### src/rtl/bank_demux_gate.sv
module bank_demux_gate #(
  parameter int AW = 16,
  parameter int BW = 8,
  parameter logic [AW-1:0] IO_BASE = 16'hC000,
  parameter int IO_SPAN_BITS = 12
) (
  input  logic           clk,
  input  logic           rst_n,
  input  logic           phi2,
  input  logic           rw,
  input  logic           vda,
  input  logic           vpa,
  input  logic [AW-1:0]  cpu_addr,
  input  logic [BW-1:0]  cpu_d_in,
  output logic [BW-1:0]  cpu_d_out,
  output logic           cpu_d_oe,
  input  logic [BW-1:0]  sys_d_in,
  output logic [BW-1:0]  sys_d_out,
  output logic           sys_d_oe,
  output logic [AW+BW-1:0] sys_addr,
  output logic           cs_io,
  output logic           cs_ram,
  output logic           cs_xram,
  output logic           rd_n,
  output logic           wr_n
);
  localparam int TAG_W = AW - IO_SPAN_BITS;

  logic          phase_q;
  logic [BW-1:0] shadow_q;
  logic [BW-1:0] bank_q;
  logic          addr_ok;
  logic          any_cs;
  logic          rise;

  assign rise = phi2 & ~phase_q;

  always_ff @(posedge clk) begin
    if (!rst_n) begin
      phase_q  <= 1'b0;
      shadow_q <= '0;
      bank_q   <= '0;
    end else begin
      phase_q <= phi2;
      if (!phi2) shadow_q <= cpu_d_in;
      if (rise)  bank_q   <= shadow_q;
    end
  end

  assign sys_addr = {bank_q, cpu_addr};
  assign addr_ok  = vda | vpa;

  assign cs_io   = addr_ok && (bank_q == '0) &&
                   (cpu_addr[AW-1 -: TAG_W] == IO_BASE[AW-1 -: TAG_W]);
  assign cs_ram  = addr_ok && (bank_q == '0) && !cs_io;
  assign cs_xram = addr_ok && (bank_q != '0);
  assign any_cs  = cs_io | cs_ram | cs_xram;

  assign rd_n = ~(phase_q &  rw & any_cs);
  assign wr_n = ~(phase_q & ~rw & any_cs);

  assign sys_d_oe  = phase_q & addr_ok & ~rw;
  assign sys_d_out = cpu_d_in;
  assign cpu_d_oe  = phase_q & addr_ok &  rw;
  assign cpu_d_out = sys_d_in;
endmodule

### config.mk
export PLATFORM = sky130hd
export DESIGN_NAME = bank_demux_gate
export DESIGN_NICKNAME = d
export VERILOG_FILES = /design/src/rtl/bank_demux_gate.sv
export SDC_FILE = /design/constraint.sdc
export NUM_CORES = 1
export LEC_CHECK = 0
export BUFFER_PORTS_ARGS = -buffer_cell sky130_fd_sc_hd__buf_2
export CAP_MARGIN = 25
export CORE_ASPECT_RATIO = 1.2
export CORE_MARGIN = 3
export CORE_UTILIZATION = 40
export CTS_BUF_LIST = sky130_fd_sc_hd__clkbuf_8 sky130_fd_sc_hd__clkbuf_16
export DETAILED_ROUTE_END_ITERATION = 8
export HOLD_SLACK_MARGIN = 0.03
export PLACE_DENSITY = 0.92
export SETUP_SLACK_MARGIN = 0.4
export SLEW_MARGIN = 10
export SYNTH_ARGS = -nofsm -noshare
export SYNTH_HDL_FRONTEND = slang
export SYNTH_SLANG_ARGS = --single-unit
### constraint.sdc
create_clock -name clk -period 2.59 [get_ports clk]
set_input_delay 0.1295 -clock clk [delete_from_list [all_inputs] [get_ports clk]]
set_output_delay 0.1295 -clock clk [all_outputs]
set_load 0.01 [all_outputs]
Word-level counts from Yosys, hierarchy flattened
Cells that the tools add are included.
Widths: inputs -> output; s select.

operators by class
  equality and inequality tests = 1
  bitwise logic cells = 15
  reduce and logical (&&, ||, !) cells = 7

operator list
  operator            number
  $and 1x1->1         8
  $logic_not 8->1     1
  $reduce_bool 8->1   1
  $eq 4x4->1 const B  1
  $logic_and 1x1->1   4
  $not 1->1           4
  $or 1x1->1          3
  $logic_not 1->1     1

storage, ports and cells
  bits in registers = 17
  input bits = 38
  logic and storage cells = 26

Depth between registers and ports, before layout
Gate-level depths: netlist of run 1.

  depth after elaboration = 9
  gate-level depth with buffers = 5
  mapped depth without buffers = 3

Worst setup path before layout of run 1
Ideal clock, no wire load.

  path kind = register to output
  from = register bank_q[7]
  to = output port cs_ram
  arrival time = 1058 ps
  required time = 2461 ps
  path slack = 1403 ps
  stages on the path, launching flop included = 4
  buffers on the path = 0
  path through = dfxtp_1 nor4_2 nand2_1 nor3b_1

on the way
  word-level cells in the longest chain between the ends = 5

RTL lines
  element                 RTL line  RTL
  start, declared         31        logic [BW-1:0] bank_q;
  start signal, assigned  46        if (rise) bank_q <= shadow_q;
  $logic_not 8->1 *       53, 55
  $logic_and 1x1->1 *     53, 55
  $logic_and 1x1->1       53        assign cs_io = addr_ok && (bank_q == '0) &&
  $logic_not 1->1         55        assign cs_ram = addr_ok && (bank_q == '0) && !cs_io;
  $logic_and 1x1->1 *     55
  end, declared           22        output logic cs_ram,

Mark *: on every way between the ends. The rest lies on a longest branch, timed or not.

Worst setup path in the final report of run 1
  from = register bank_q[7]
  to = output port cs_io

on the way
  word-level cells in the longest chain between the ends = 3

RTL lines
  element                          RTL line  RTL
  $logic_not 8->1                  53
  $logic_and 1x1->1 (2 in series)  53
  end, declared                    21        output logic cs_io,

No other way between the ends.

==> impl_metrics.toml, run 1 <==
[status]
outcome = "complete, no violations"

[sta]
fmax_mhz = 667
finalCritPeriodShare_pct = 57.9
slew_headroom_pct = 81.4
worstMarginPinSlew_ns = 0.276
grt_setup_unrepaired = "no"
finClkSkew_ns = 0.00146
fin_setup_tns_ns = 0
setup_viol = 0
slew_viol_final = 0
fin_crit_ns = 1.50
hold_violations = 0

[clocking]
cts_max_level = 1
root_buffer = "clkbuf_8"
cts_buffers = 3
postCtsResizedCells = 0
clkSinkCount = 17
worstSkewPairLatency_ns = 0.25
cts_hold_buffers = 0
cts_tree = "done"
post_cts_buffers = 0
path_clk_slew_ns = 0.06
clk_path_buf_depth = 2

[cells_and_area]
final_cell_mix = "44 x buf_2, 17 x dfxtp_1, 16 x nand2_1"
finish.utilization_pct = 44.3
postLayoutCellArea_um2 = 1030
regArea_um2 = 340
diodes = 0
finalNetCount = 162
fillers = 247
multi_input_area_um2 = 375
layout_commonest_cell = "buf_2"
drive_gt1_share_pct = 48.0
syn2layout_area_growth_pct = 3.39

[logic_synthesis]
yosysSeqAreaShare_pct = 34.1
syn_area_um2 = 997
yosys_warnings = 0
ys_types = 21
netlist_instances = 111
synthesis.nets = 149
avgSynthCellArea_um2 = 8.98
synth_seq_cells = 17

[route]
routed_wl_um = 1890
remaining_drc_errors = 0
ant_nets = 0
drt_iter0_drc = 8
dr.pass1.iters = 2
vias = 712
viasPerCell = 4.62
wl_per_cell_um = 12.3

[power]
finalPower_uw = 566
ir_worst_vdd_uv = 410
power_leakage_uw = 0.000491
power_density_nw_per_um2 = 549

[setup_path]
startpoint = "bank_q[7]"
cp_slowest_stage_delay_ns = 0.33
cp.buffers_inverters = 1
rr_startpoint = "phase_q"
worstPathArrival_ns = 1.37
critPathSlowestCell = "dfxtp_1"
required_ns = 2.46
crit_family = "simple AND/OR/NAND/NOR gates"
critPathCaptureType = "primary output"
path_class = "reg2out"
worst-path-max-fanout = 3
cp-start-kind = "flop"
path_cells = "nor4_2 -> nand2_1 -> nor3_1 -> buf_2"

[floorplanning]
die_w_um = 51.6
initial_core_util_pct = 42.8
dieHeight_um = 60.7
rows = 19
io_pins = 85
fp.coreArea_um2 = 2330
die_area_um2 = 3130

[grt]
grt_max_degree = 18
grtUsageTotal_pct = 13.2
overflow = 0
antenna_found_initial = 0
grt_pass1_wl_um = 3050
first_global_vias = 723

[place]
gp_congestion = 0.745
port-buffer-count = 44
placed_area_um2 = 986
dp_hpwl_um = 1570

[job]
maxCapViolations = 0

[min_path]
hold_class = "in2reg"
min_from = "cpu_d_in[0]"
==> synth_stat cells <==
cell	count	share of area (%)
o21ai_0	1	0.50
buf_1	1	0.38
clkbuf_1	1	0.38
nand2b_1	1	0.63
a21oi_1	1	0.50
nor2b_1	8	5.0
inv_1	3	1.1
nor2_1	4	1.5
dfxtp_1	17	34
and2b_1	1	0.75
nand2_1	16	6.0
nand3_1	1	0.50
nor4_2	2	2.5
nor3b_1	1	0.75
a21boi_2	8	9.0
and2_2	1	0.75
mux2i_1	8	8.0
nand2_2	1	0.63
buf_4	32	24
nor3_1	1	0.50
buf_6	2	2.3
==> worst paths after layout <==
path | to | slack, ns | depth (start not counted)
worst min-delay path | shadow_q[0] | 0.15 | 3
worst max register to register | bank_q[6] | 1.62 | 3
worst max-delay path | cs_io | 1.09 | 4
worst min register to register | bank_q[7] | 0.46 | 2
==> registers in the layout (all words and copies together) (netlist names) <==
name      count
shadow_q      8
bank_q        8
phase_q       1
==> power breakdown <==
group          total (uW)  internal, uW  switching (uW)
Clock                 189           105            84.2
Sequential            282           274            7.85
Combinational        95.2          45.3            49.9
==> worst register-to-register path: stages, from the launching register on <==
cell	delay, ns
dfxtp_1	0.32
and2b_1	0.34
nand2_1	0.12
a21boi_2	0.13
==> area by class of cell <==
cell class | count | area share [%]
Tap cell | 31 | 3.76
Clock buffer | 3 | 4.00
Sequential cell | 17 | 33.0
Timing Repair Buffer | 44 | 21.4
Inverter | 3 | 1.09
Multi-Input combinational cell | 55 | 36.4
Clock inverter | 1 | 0.364
==> metrics by stage <==
step                cells  setup slack (ns)  hold slack [ns]
floorplan             111              1.40            0.279
global placement      150              1.36            0.259
detailed placement    150              1.33            0.259
CTS                   154              1.05            0.151
global route          154             0.950            0.153
finish                154              1.09            0.150
==> layer usage <==
layer,share of wire (%),global-route usage [%],vias to the layer above
li1,-,-,345
met1,34,11.4,309
met2,53,26.4,43
met3,9.2,3.19,15
met4,3.9,8.99,0
met5,0,0,-
==> cells by family (layout without fill, tap and decap cells) <==
family,count (synthesis),in the layout,synth area share [%]
buf+inv,39,51,28.2
simple gates,37,37,19.6
mux,8,8,8.03
flops,17,17,34.1
compound gates,10,10,10.0
Note: power is estimated with default switching activity, not from simulation.
==> run 2, diff against run 1 <==
--- a/config.mk
+++ b/config.mk
@@ -9,11 +9,11 @@
 export CAP_MARGIN = 25
 export CORE_ASPECT_RATIO = 1.2
 export CORE_MARGIN = 3
-export CORE_UTILIZATION = 40
+export CORE_UTILIZATION = 38
 export CTS_BUF_LIST = sky130_fd_sc_hd__clkbuf_8 sky130_fd_sc_hd__clkbuf_16
 export DETAILED_ROUTE_END_ITERATION = 8
 export HOLD_SLACK_MARGIN = 0.03
-export PLACE_DENSITY = 0.92
+export PLACE_DENSITY = 0.89
 export SETUP_SLACK_MARGIN = 0.4
 export SLEW_MARGIN = 10
 export SYNTH_ARGS = -nofsm -noshare
==> constraint.sdc (replaced) <==
create_clock -name clk -period 1.4 [get_ports clk]
set_input_delay 0.07 -clock clk [delete_from_list [all_inputs] [get_ports clk]]
set_output_delay 0.07 -clock clk [all_outputs]
set_load 0.01 [all_outputs]
==> impl_metrics.toml, run 2 (synthesis results as in run 1) <==
[power]
finalPower_uw = 1070
pwr-share-seq_pct = 49.3
clkPwrFrac_pct = 32.9
power.internal_uw = 795
switching_share_pct = 25.3
power_density_nw_per_um2 = 982
p_sw_uw = 270
ir_worst_vdd_uv = 657
pwr-share-comb_pct = 17.8
power_leakage_uw = 0.000512

[sta]
setup_viol = 0
worstMarginPinSlew_ns = 0.282
hold_violations = 0
fmax_mhz = 725
slew_headroom_pct = 81.1
finalCritPeriodShare_pct = 98.6
fin_crit_ns = 1.38
grt_setup_unrepaired = "yes"
finClkSkew_ns = 0.00368
slew_viol_final = 0

[clocking]
cts_hold_buffers = 0
cts_buffers = 3
cts_max_level = 1
root_buffer = "clkbuf_8"
clkSinkCount = 17
cts_tree = "done"
path_clk_slew_ns = 0.06
clk_path_buf_depth = 2
worstSkewPairLatency_ns = 0.25

[setup_path]
worst-path-max-fanout = 2
cp-start-kind = "flop"
critPathCaptureType = "primary output"
r2r-end = "bank_q[1]"
required_ns = 1.33
path_class = "reg2out"
rrSetupSlack_ns = 0.50
worstPathArrival_ns = 1.31
rr_startpoint = "phase_q"
worst-r2r-cell-count = 3

[floorplanning]
die_area_um2 = 3280
fp.coreArea_um2 = 2400
die_w_um = 52.8
rows = 19
initial_core_util_pct = 41.5
dieHeight_um = 62.1
io_pins = 85

[min_path]
min_to = "shadow_q[2]"
min_from = "cpu_d_in[2]"
hold_class = "in2reg"
holdPathStages = 3

[place]
placed_area_um2 = 998
port-buffer-count = 44
gp_congestion = 0.729
dp_hpwl_um = 1610
post-place-cells = 150

[grt]
antenna_found_initial = 0
grtUsageTotal_pct = 12.6
first_global_vias = 696
overflow = 0
grt_max_degree = 18
grt_pass1_wl_um = 3150

[route]
vias = 714
ant_nets = 0
routed_wl_um = 1970
wl_per_cell_um = 12.7
drt_iter0_drc = 4
viasPerCell = 4.61
remaining_drc_errors = 0
dr.pass1.iters = 4

[cells_and_area]
finish.utilization_pct = 45.2
finalNetCount = 163
diodes = 0
final_cell_count_no_fill = 155
syn2layout_area_growth_pct = 8.78
drive_gt1_share_pct = 58.1
postLayoutCellArea_um2 = 1080
final_cell_mix = "44 x buf_2, 15 x nand2_1, 12 x dfxtp_1"
layout_commonest_cell = "buf_2"
top_regs = "bank_q x8, shadow_q x8, phase_q x1"

[job]
maxCapViolations = 0

[status]
outcome = "complete, no violations"
[run 2: changes by cell type in the layout (fill, tap and decap cells not counted), sizes merged]
cell  delta
buf      +1
[run 2: final cells by class]
cell class	count	area, um^2
Fill cell	225	1320
Timing Repair Buffer	45	228
Multi-Input combinational cell	55	415
Tap cell	31	38.8
Inverter	3	11.3
Clock inverter	1	3.75
Sequential cell	17	347
Clock buffer	3	41.3
[run 2: per-stage QoR]
stage	hold slack (ns)	setup WS [ns]	setup TNS [ns]
2_1_floorplan	0.195	0.358	0
3_3_place_gp	0.140	0.267	0
3_5_place_dp	0.140	0.225	0
4_1_cts	0.0850	-0.00358	-0.00358
5_1_grt	0.0939	-0.0962	-0.187
6_report	0.0898	0.0202	0
[run 2: worst max-delay path by stage]
stage | from | end | slack [ns] | depth (start not counted)
6_report | bank_q[0] | cs_io | 0.02 | 4
5_1_grt | bank_q[0] | cs_ram | -0.1 | 4
4_1_cts | bank_q[0] | cs_ram | -0.004 | 4
3_5_place_dp | bank_q[7] | cs_ram | 0.22 | 4
3_3_place_gp | bank_q[7] | cs_ram | 0.27 | 4
2_1_floorplan | bank_q[7] | cs_ram | 0.36 | 3
[run 2: what timing repair did]
action / CTS / global route
setup endpoints to repair: 7 / 13
gates resized for setup: 7 / 4
pin swaps: 3 / 2
setup buffers: 1 / 0
[run 2: power by group through the flow]
stage / Clock [uW] / Combinational, uW / Sequential, uW
5_1_grt: 382 / 211 / 528
3_3_place_gp: 0 / 176 / 530
2_1_floorplan: 0 / 190 / 532
4_1_cts: 362 / 189 / 525
3_5_place_dp: 0 / 182 / 532
6_report: 351 / 190 / 525
[run 2: critical path, cell delays in order (launching register included)]
cell and delay (ns):
dfxtp_2 0.33, nor4_4 0.32, nand2_2 0.10, nor3_2 0.17, buf_2 0.14
[run 2: layer usage]
layer / routed length, um / global-route usage, % / up-vias
met5: 0 / 0 / -
met4: 80 / 8.63 / 0
met3: 187 / 2.15 / 14
met2: 1040 / 22.4 / 38
met1: 658 / 12.5 / 317
li1: - / - / 345
==> run 3, diff against run 2 <==
--- a/config.mk
+++ b/config.mk
@@ -13,7 +13,7 @@
 export CTS_BUF_LIST = sky130_fd_sc_hd__clkbuf_8 sky130_fd_sc_hd__clkbuf_16
 export DETAILED_ROUTE_END_ITERATION = 8
 export HOLD_SLACK_MARGIN = 0.03
-export PLACE_DENSITY = 0.89
+export PLACE_DENSITY_LB_ADDON = 0.05
 export SETUP_SLACK_MARGIN = 0.4
 export SLEW_MARGIN = 10
 export SYNTH_ARGS = -nofsm -noshare
==> impl_metrics.toml, run 3 (synthesis results as in run 1) <==
[status]
outcome = "complete, no violations"

[grt]
overflow = 0
grt_pass1_wl_um = 2970
grtUsageTotal_pct = 12.0
first_global_vias = 682
grt_max_degree = 18
antenna_found_initial = 0

[route]
wl_met3_um = 205
drt_iter0_drc = 11
wl_met1_um = 715
dr.pass1.iters = 2
vias = 723
routed_wl_um = 1910
topRoutingLayerUsed = "met4"
wl_per_cell_um = 12.3
remaining_drc_errors = 0
met2_length_um = 902
viasPerCell = 4.63
ant_nets = 0

[sta]
slew_headroom_pct = 82.4
whs_ns = 0.0833
fmax_mhz = 743
finClkSkew_ns = 0.00416
hold_violations = 0
grt_setup_unrepaired = "yes"
setup_ws_ns = 0.0539
worstMarginPinSlew_ns = 0.263
slew_viol_final = 0
fin_crit_ns = 1.35
setup_viol = 0
fin_setup_tns_ns = 0
finalCritPeriodShare_pct = 96.1

[setup_path]
cp-start-kind = "flop"
rr_startpoint = "phase_q"
critPathCaptureType = "primary output"
r2r-end = "bank_q[2]"
rrSetupSlack_ns = 0.49
worstPathArrival_ns = 1.28
path_class = "reg2out"
required_ns = 1.33
worst-r2r-cell-count = 3
worst-path-max-fanout = 3

[min_path]
hold_class = "in2reg"
min_from = "cpu_d_in[0]"
min_to = "shadow_q[0]"
holdPathStages = 3

[floorplanning]
dieHeight_um = 62.1
initial_core_util_pct = 41.5
die_area_um2 = 3280
io_pins = 85
rows = 19
die_w_um = 52.8
fp.coreArea_um2 = 2400

[cells_and_area]
diodes = 0
final_cell_count_no_fill = 156
top_regs = "bank_q x8, shadow_q x8, phase_q x1"
drive_gt1_share_pct = 58.4
final_cell_mix = "44 x buf_2, 15 x nand2_1, 12 x dfxtp_1"
fillers = 249
layout_commonest_cell = "buf_2"
syn2layout_area_growth_pct = 9.54
finalNetCount = 164

[clocking]
root_buffer = "clkbuf_8"
worstSkewPairLatency_ns = 0.25
clkSinkCount = 17
clk_path_buf_depth = 2
cts_tree = "done"
path_clk_slew_ns = 0.07
cts_buffers = 3
cts_max_level = 1
cts_hold_buffers = 0

[power]
clkPwrFrac_pct = 33.5
finalPower_uw = 1070
ir_worst_vdd_uv = 514
pwr-share-seq_pct = 48.8
power_density_nw_per_um2 = 983
switching_share_pct = 25.8
power.internal_uw = 797
power_leakage_uw = 0.000517
p_sw_uw = 276
pwr-share-comb_pct = 17.7

[job]
maxCapViolations = 0

[place]
gp_congestion = 0.705
post-place-cells = 151
place_ws_ns = 0.241
port-buffer-count = 44
dp_hpwl_um = 1470
[run 3: cell count changes in the layout (fill, tap and decap cells not counted), sizes merged]
| cell | delta |
|---|---|
| buf | +1 |
[run 3: final cells by class]
type | instances | area [um^2] | share of cell area (%)
multi-input combinational | 55 | 415 | 38.0
sequential | 17 | 347 | 31.7
timing repair buffer | 46 | 235 | 21.5
clock buffer | 3 | 41.3 | 3.78
tap | 31 | 38.8 | 3.55
inverter | 3 | 11.3 | 1.03
clock inverter | 1 | 3.75 | 0.344
[run 3: how the worst max path moves through the flow]
stage | start | endpoint | slack [ns] | cells after the start
after floorplan | bank_q[7] | cs_ram | 0.36 | 3
after global placement | bank_q[1] | cs_io | 0.26 | 4
after detailed placement | bank_q[1] | cs_ram | 0.24 | 4
after CTS | bank_q[4] | cs_ram | 0.02 | 4
after global routing | bank_q[4] | cs_ram | -0.07 | 4
final | bank_q[7] | cs_ram | 0.05 | 4
[run 3: metrics by stage]
step | util [%] | cell area (um^2)
floorplan | - | 1010
global placement | 41.9 | 1010
finish | 45.5 | 1090
global route | 45.5 | 1090
CTS | 45.2 | 1080
detailed placement | 41.9 | 1010
[run 3: power by group through the flow]
stage | Clock (uW) | Combinational (uW) | Sequential, uW
detailed placement | 0 | 184 | 531
CTS | 371 | 192 | 524
global placement | 0 | 183 | 530
finish | 359 | 190 | 524
floorplan | 0 | 190 | 532
global route | 395 | 213 | 527
[run 3: layer usage]
metal / global-route usage (%) / up-vias
met5: 0 / -
met4: 7.67 / 0
met3: 3.59 / 18
met2: 20.2 / 37
met1: 12.4 / 318
li1: - / 350
[run 3: timing repair]
item,4_1_cts,5_1_grt
resized for setup,8,3
setup buffers,1,0
cloned,0,0
setup endpoints to repair,15,15
pin swaps,3,1
endpoints found under the hold margin,0,0
[run 3: worst max-delay path, stage by stage (launching register included)]
cell     delay [ns]
dfxtp_2        0.34
nor4_4         0.30
nand2_2        0.10
nor3b_2        0.15
buf_2          0.14
